File: src/rtl/div_pkg.sv
package div_pkg;
  typedef enum logic [2:0] {
    ST_IDLE,
    ST_PRE,
    ST_SUB,
    ST_FIX,
    ST_FIN
  } div_state_e;
endpackage

File: src/rtl/div_addsub.sv
module div_addsub #(
  parameter int unsigned W = 34
) (
  input  logic [W-1:0] a_i,
  input  logic [W-1:0] b_i,
  input  logic         sub_i,
  output logic [W-1:0] sum_o
);
  logic [W-1:0] b_eff;
  assign b_eff = sub_i ? ~b_i : b_i;
  assign sum_o = a_i + b_eff + W'(sub_i);
endmodule

File: src/rtl/div_ctrl.sv
module div_ctrl
  import div_pkg::*;
#(
  parameter int unsigned N = 32
) (
  input  logic clk_i,
  input  logic rst_ni,
  input  logic start_i,
  output logic load_o,
  output logic pre_o,
  output logic sub_o,
  output logic fix_o,
  output logic fin_o,
  output logic busy_o,
  output logic done_o
);
  localparam int unsigned CW = (N > 2) ? $clog2(N) : 1;
  localparam logic [CW-1:0] LAST = CW'(N - 1);

  div_state_e state_q, state_d;
  logic [CW-1:0] cnt_q;
  logic done_q;

  always_comb begin
    state_d = state_q;
    unique case (state_q)
      ST_IDLE: if (start_i) state_d = ST_PRE;
      ST_PRE:  state_d = ST_SUB;
      ST_SUB:  state_d = ST_FIX;
      ST_FIX:  state_d = (cnt_q == LAST) ? ST_FIN : ST_SUB;
      ST_FIN:  state_d = ST_IDLE;
      default: state_d = ST_IDLE;
    endcase
  end

  always_ff @(posedge clk_i or negedge rst_ni) begin
    if (!rst_ni) begin
      state_q <= ST_IDLE;
      cnt_q   <= '0;
      done_q  <= 1'b0;
    end else begin
      state_q <= state_d;
      done_q  <= (state_q == ST_FIN);
      if (state_q == ST_PRE)      cnt_q <= '0;
      else if (state_q == ST_FIX) cnt_q <= cnt_q + 1'b1;
    end
  end

  assign load_o = (state_q == ST_IDLE) && start_i;
  assign pre_o  = (state_q == ST_PRE);
  assign sub_o  = (state_q == ST_SUB);
  assign fix_o  = (state_q == ST_FIX);
  assign fin_o  = (state_q == ST_FIN);
  assign busy_o = (state_q != ST_IDLE);
  assign done_o = done_q;

  p_done_single_r2: assert property (@(posedge clk_i) disable iff (!rst_ni)
    done_o |=> !done_o);
  p_sub_then_fix_r2: assert property (@(posedge clk_i) disable iff (!rst_ni)
    sub_o |=> fix_o);
  p_fin_then_done_r2: assert property (@(posedge clk_i) disable iff (!rst_ni)
    fin_o |=> (done_o && !busy_o));
  p_busy_start_ignored_r5: assert property (@(posedge clk_i) disable iff (!rst_ni)
    (busy_o && start_i) |=> (busy_o || done_o));
endmodule

File: src/rtl/div_datapath.sv
module div_datapath #(
  parameter int unsigned N = 32
) (
  input  logic         clk_i,
  input  logic         rst_ni,
  input  logic         load_i,
  input  logic         pre_i,
  input  logic         sub_i,
  input  logic         fix_i,
  input  logic         fin_i,
  input  logic [N-1:0] dividend_i,
  input  logic [N-1:0] divisor_i,
  output logic [N-1:0] quotient_o,
  output logic [N-1:0] remainder_o,
  output logic [N-1:0] divisor_o
);
  // Upper part gets two guard bits: one for the shifted-up partial remainder, one for sign.
  localparam int unsigned W = N + 2;

  logic [W-1:0] hi_q;
  logic [N-1:0] lo_q;
  logic [N-1:0] dvs_q;
  logic [W-1:0] sum;
  logic [W-1:0] base;
  logic         neg;

  div_addsub #(.W(W)) u_addsub (
    .a_i   (hi_q),
    .b_i   ({2'b00, dvs_q}),
    .sub_i (sub_i),
    .sum_o (sum)
  );

  assign neg  = hi_q[W-1];
  assign base = neg ? sum : hi_q;

  always_ff @(posedge clk_i or negedge rst_ni) begin
    if (!rst_ni) begin
      hi_q  <= '0;
      lo_q  <= '0;
      dvs_q <= '0;
    end else if (load_i) begin
      hi_q  <= '0;
      lo_q  <= dividend_i;
      dvs_q <= divisor_i;
    end else if (pre_i) begin
      hi_q <= {hi_q[W-2:0], lo_q[N-1]};
      lo_q <= {lo_q[N-2:0], 1'b0};
    end else if (sub_i) begin
      hi_q <= sum;
    end else if (fix_i) begin
      hi_q <= {base[W-2:0], lo_q[N-1]};
      lo_q <= {lo_q[N-2:0], ~neg};
    end else if (fin_i) begin
      hi_q <= {1'b0, hi_q[W-1:1]};
    end
  end

  assign quotient_o  = lo_q;
  assign remainder_o = hi_q[N-1:0];
  assign divisor_o   = dvs_q;

  p_restore_nonneg_r3: assert property (@(posedge clk_i) disable iff (!rst_ni)
    fix_i |=> !hi_q[W-1]);
  p_fin_clears_guard_r3: assert property (@(posedge clk_i) disable iff (!rst_ni)
    fin_i |=> (hi_q[W-1:N] == 2'b00));
  p_divisor_held_r7: assert property (@(posedge clk_i) disable iff (!rst_ni)
    (sub_i || fix_i) |=> $stable(dvs_q));
endmodule

File: src/rtl/seq_div.sv
module seq_div #(
  parameter int unsigned N = 32
) (
  input  logic         clk_i,
  input  logic         rst_ni,
  input  logic         start_i,
  input  logic [N-1:0] dividend_i,
  input  logic [N-1:0] divisor_i,
  output logic         busy_o,
  output logic         done_o,
  output logic [N-1:0] quotient_o,
  output logic [N-1:0] remainder_o
);
  logic load, pre, sub, fix, fin;
  logic [N-1:0] dvs;

  div_ctrl #(.N(N)) u_ctrl (
    .clk_i   (clk_i),
    .rst_ni  (rst_ni),
    .start_i (start_i),
    .load_o  (load),
    .pre_o   (pre),
    .sub_o   (sub),
    .fix_o   (fix),
    .fin_o   (fin),
    .busy_o  (busy_o),
    .done_o  (done_o)
  );

  div_datapath #(.N(N)) u_dp (
    .clk_i       (clk_i),
    .rst_ni      (rst_ni),
    .load_i      (load),
    .pre_i       (pre),
    .sub_i       (sub),
    .fix_i       (fix),
    .fin_i       (fin),
    .dividend_i  (dividend_i),
    .divisor_i   (divisor_i),
    .quotient_o  (quotient_o),
    .remainder_o (remainder_o),
    .divisor_o   (dvs)
  );

  p_rem_below_div_r3: assert property (@(posedge clk_i) disable iff (!rst_ni)
    (done_o && dvs != '0) |-> (remainder_o < dvs));
  p_zero_div_ones_r4: assert property (@(posedge clk_i) disable iff (!rst_ni)
    (done_o && dvs == '0) |-> (quotient_o == '1));
  p_idle_hold_r6: assert property (@(posedge clk_i) disable iff (!rst_ni)
    (!busy_o && !start_i) |=> ($stable(quotient_o) && $stable(remainder_o)));
endmodule

File: config.mk
export PLATFORM = sky130hd
export DESIGN_NAME = seq_div
export DESIGN_NICKNAME = d
export VERILOG_FILES = /design/src/rtl/div_pkg.sv /design/src/rtl/div_addsub.sv /design/src/rtl/div_ctrl.sv /design/src/rtl/div_datapath.sv /design/src/rtl/seq_div.sv
export SDC_FILE = /design/constraint.sdc
export NUM_CORES = 1
export LEC_CHECK = 0
export BUFFER_PORTS_ARGS = -buffer_cell sky130_fd_sc_hd__buf_2
export CAP_MARGIN = 15
export CORE_MARGIN = 2
export CORE_UTILIZATION = 52
export DETAILED_ROUTE_END_ITERATION = 6
export GPL_TIMING_DRIVEN = 0
export PLACE_DENSITY_LB_ADDON = 0.2
export SETUP_SLACK_MARGIN = 0.15
export SYNTH_ARGS = -nofsm -noshare
export SYNTH_HDL_FRONTEND = slang
export SYNTH_SLANG_ARGS = --single-unit
File: constraint.sdc
create_clock -name clk_i -period 4.25 [get_ports clk_i]
set_clock_uncertainty 0.05 [all_clocks]
set_input_delay 0.2125 -clock clk_i [delete_from_list [all_inputs] [get_ports clk_i]]
set_output_delay 0.2125 -clock clk_i [all_outputs]
set_load 0.03 [all_outputs]
==> impl_metrics.json <==
{
  "worst_pin_slew_ns": 0.890,
  "ys_dominant_reg_cell": "dfrtp_1",
  "cts.htree.levels": 3,
  "start_util_pct": 53.5,
  "drt_iter0_drc": 816,
  "gp_congestion": 0.960,
  "num_vias": 7821,
  "whs_ns": -0.00338,
  "dp.cells": 1264,
  "cp.required_ns": 4.48,
  "drc": 0,
  "grtUsageTotal_pct": 29.0,
  "avgSynthCellArea_um2": 8.25,
  "rsz0062_at_grt": "false",
  "path_clk_slew_ns": 0.08,
  "ant_nets": 0,
  "core_area_um2": 14600,
  "critPathSlowestCell": "dfrtp_1",
  "die_y_um": 127,
  "violations": "negative hold slack",
  "die_w_um": 127,
  "clkSinkCount": 107,
  "cts_tree": "built",
  "min_period_over_period_pct": 93.3,
  "grt-ovfl-total": 0,
  "crit_fanout": 10,
  "min_path_type": "input pin to flop",
  "ios": 133,
  "post_drt_wl_per_cell_um": 17.7,
  "report.final.slew_viol_count": 0,
  "vias_per_cell": 5.90,
  "ys_ff_latch": 107,
  "status": "finished, violations left",
  "yosysTopAreaCell": "dfrtp_1",
  "arrival_ns": 4.20,
  "ys_types": 62,
  "tns_ns": 0,
  "design_area_um2": 9690,
  "grt_pass1_wl_mm": 37.4,
  "cts-buffers-inserted": 9,
  "grt_pass1_vias": 7151,
  "synth_edf_count": 0,
  "cpPeakStageDelay_ns": 0.42,
  "netlist_area_um2": 7810,
  "finalNetCount": 1239,
  "wirelength_mm": 23.5,
  "drtPass1Iterations": 5,
  "ys_warn_count": 0,
  "path_class": "flop to flop",
  "fin_util_pct": 66.4,
  "path_cells": "buf_8 -> or2_4 -> buf_6 -> buf_12 -> clkbuf_16 -> xnor2_1 -> ha_1 -> and4_4 -> a21o_1 -> a311oi_4 -> buf_4 -> nor2_2 -> a311oi_1 -> xnor2_1 -> mux2i_1 -> nand2_1 -> o21ai_0 -> o21ai_0",
  "diodes": 0,
  "syn_to_final_growth_pct": 24.1,
  "syn_nets": 1049,
  "crit_path_end_kind": "flop",
  "clk_latency_ns": 0.36,
  "yosysSeqAreaShare_pct": 34.3,
  "layout-drive-gt1-share_pct": 21.2,
  "cts_buffer_depth": 2,
  "fmax_mhz": 252,
  "cts_root_buf": "clkbuf_16",
  "std_cell_rows": 44,
  "grt_max_degree": 65,
  "synthArstFlopShare_pct": 100,
  "fin_cells": 1326,
  "finalHoldViolCount": 2,
  "post_dp_cell_area_um2": 8730,
  "grt_antenna_before_repair": 0,
  "startpoint_type": "flop",
  "dp_hpwl_mm": 16.4,
  "synth_top_area_share_pct": 34.3,
  "yosys-top-cells-area": "dfrtp_1, nand2_1, o21ai_0",
  "design.die.area_um2": 16000,
  "cap_viol_max_count": 0,
  "finalCriticalPeriod_ns": 3.97,
  "finalSetupViolations": 0,
  "io_buffers": 132,
  "slew_headroom_pct": 40.7,
  "postSynthCellCount": 947
}
-- area by class of cell --
| class | count | area [um^2] |
|---|---|---|
| inverters | 12 | 45.0 |
| clock buffers | 12 | 256 |
| clock inverters | 4 | 48.8 |
| well taps | 184 | 230 |
| plain buffers | 91 | 566 |
| multi-input cells | 737 | 4750 |
| fillers | 1239 | 4900 |
| flip-flops and latches | 107 | 2680 |
| repair buffers | 179 | 1110 |
-- state kept, by name (all words and copies together), names as in the netlist --
register,count
u_ctrl.state_q,3
u_dp.divisor_o,32
u_ctrl.cnt_q,5
u_dp.hi_q,34
u_ctrl.done_o,1
u_dp.quotient_o,32
-- stage by stage --
stage | worst slack [ns] | hold slack, ns
after detailed placement | -1.03 | 0.335
after global placement | -0.938 | 0.351
final | 0.284 | -0.00338
after global routing | 0.118 | 0.0101
after floorplan | 0.191 | -0.133
after CTS | 0.158 | 0.000572
-- cells in the mapped netlist, types with 8 or more instances --
master and instances:
nor2_1 39, a21o_1 12, clkbuf_1 53, a21oi_1 59, buf_4 32, xor2_1 12, xnor2_1 48, a22oi_1 15
o211ai_1 13, inv_1 11, nor2b_1 10, dfrtp_1 107, nand2b_1 13, nand3_1 14, and3_1 8, nand2_1 195
nor3_1 9, o21ai_0 110, mux2i_1 45, ha_1 34
-- per-layer routing --
layer / vias to the layer above / global-route usage [%] / wire [um]
li1: 3725 / - / -
met1: 3639 / 41.2 / 10300
met2: 395 / 45.2 / 10500
met3: 62 / 4.22 / 1970
met4: 0 / 10.3 / 721
met5: - / 0 / 0
-- placed cells by master, fill, tap and decap left out, drive strengths merged, types with 13 or more instances in the layout --
cell / n
mux2i: 45
dlygate4sd3: 29
buf: 193
nand3: 14
nand2b: 13
a21oi: 59
dfrtp: 107
a22oi: 15
o21ai: 113
clkbuf: 60
ha: 34
xnor2: 48
o211ai: 13
nand2: 195
nor2: 39
-- worst max-delay path: cells and delay by family (launching register included) --
family	cells	cell delay [ns]
compound gates	5	1.18
xor+xnor	2	0.33
fa+ha+maj	1	0.36
buf+inv	5	0.78
flops	1	0.42
mux	1	0.12
simple gates	4	0.63
-- cells by family after synthesis --
kind of cell	synth area share, %
and+or+nand+nor	17.3
adders and majority gates	5.70
muxes	6.20
DFF	34.3
buffers and inverters	6.49
xor gates and xnor gates	6.73
AOI/OAI and AO/OA	23.3
-- worst paths after layout --
path	cells past startpoint	slack, ns	start	endpoint
hold / removal	3	-0.003	divisor_i[17]	u_dp.divisor_o[17]$_DFFE_PN0P_
hold reg to reg	2	0.43	u_ctrl.cnt_q[4]$_DFFE_PN0P_	u_ctrl.cnt_q[4]$_DFFE_PN0P_
setup reg to reg	18	0.28	u_ctrl.state_q[0]$_DFFE_PN0P_	u_dp.hi_q[16]$_DFFE_PN0P_
setup / recovery	18	0.28	u_ctrl.state_q[0]$_DFFE_PN0P_	u_dp.hi_q[16]$_DFFE_PN0P_
max in group asynchronous	3	2.98	rst_ni	u_dp.divisor_o[11]$_DFFE_PN0P_
min in group asynchronous	2	0.45	rst_ni	u_dp.quotient_o[27]$_DFFE_PN0P_
-- what timing repair did --
| action | CTS | global route |
|---|---|---|
| setup endpoints to repair | 31 | 20 |
| buffers inserted | 6 | 11 |
| hold buffers | 29 | 0 |
| pin swaps | 10 | 15 |
| resized for setup | 45 | 19 |
| endpoints found under the hold margin | 91 | 0 |
Power is left out: the tool's default activity adds up to more than one toggle a clock period on the data nets, which glitch-free logic cannot reach.
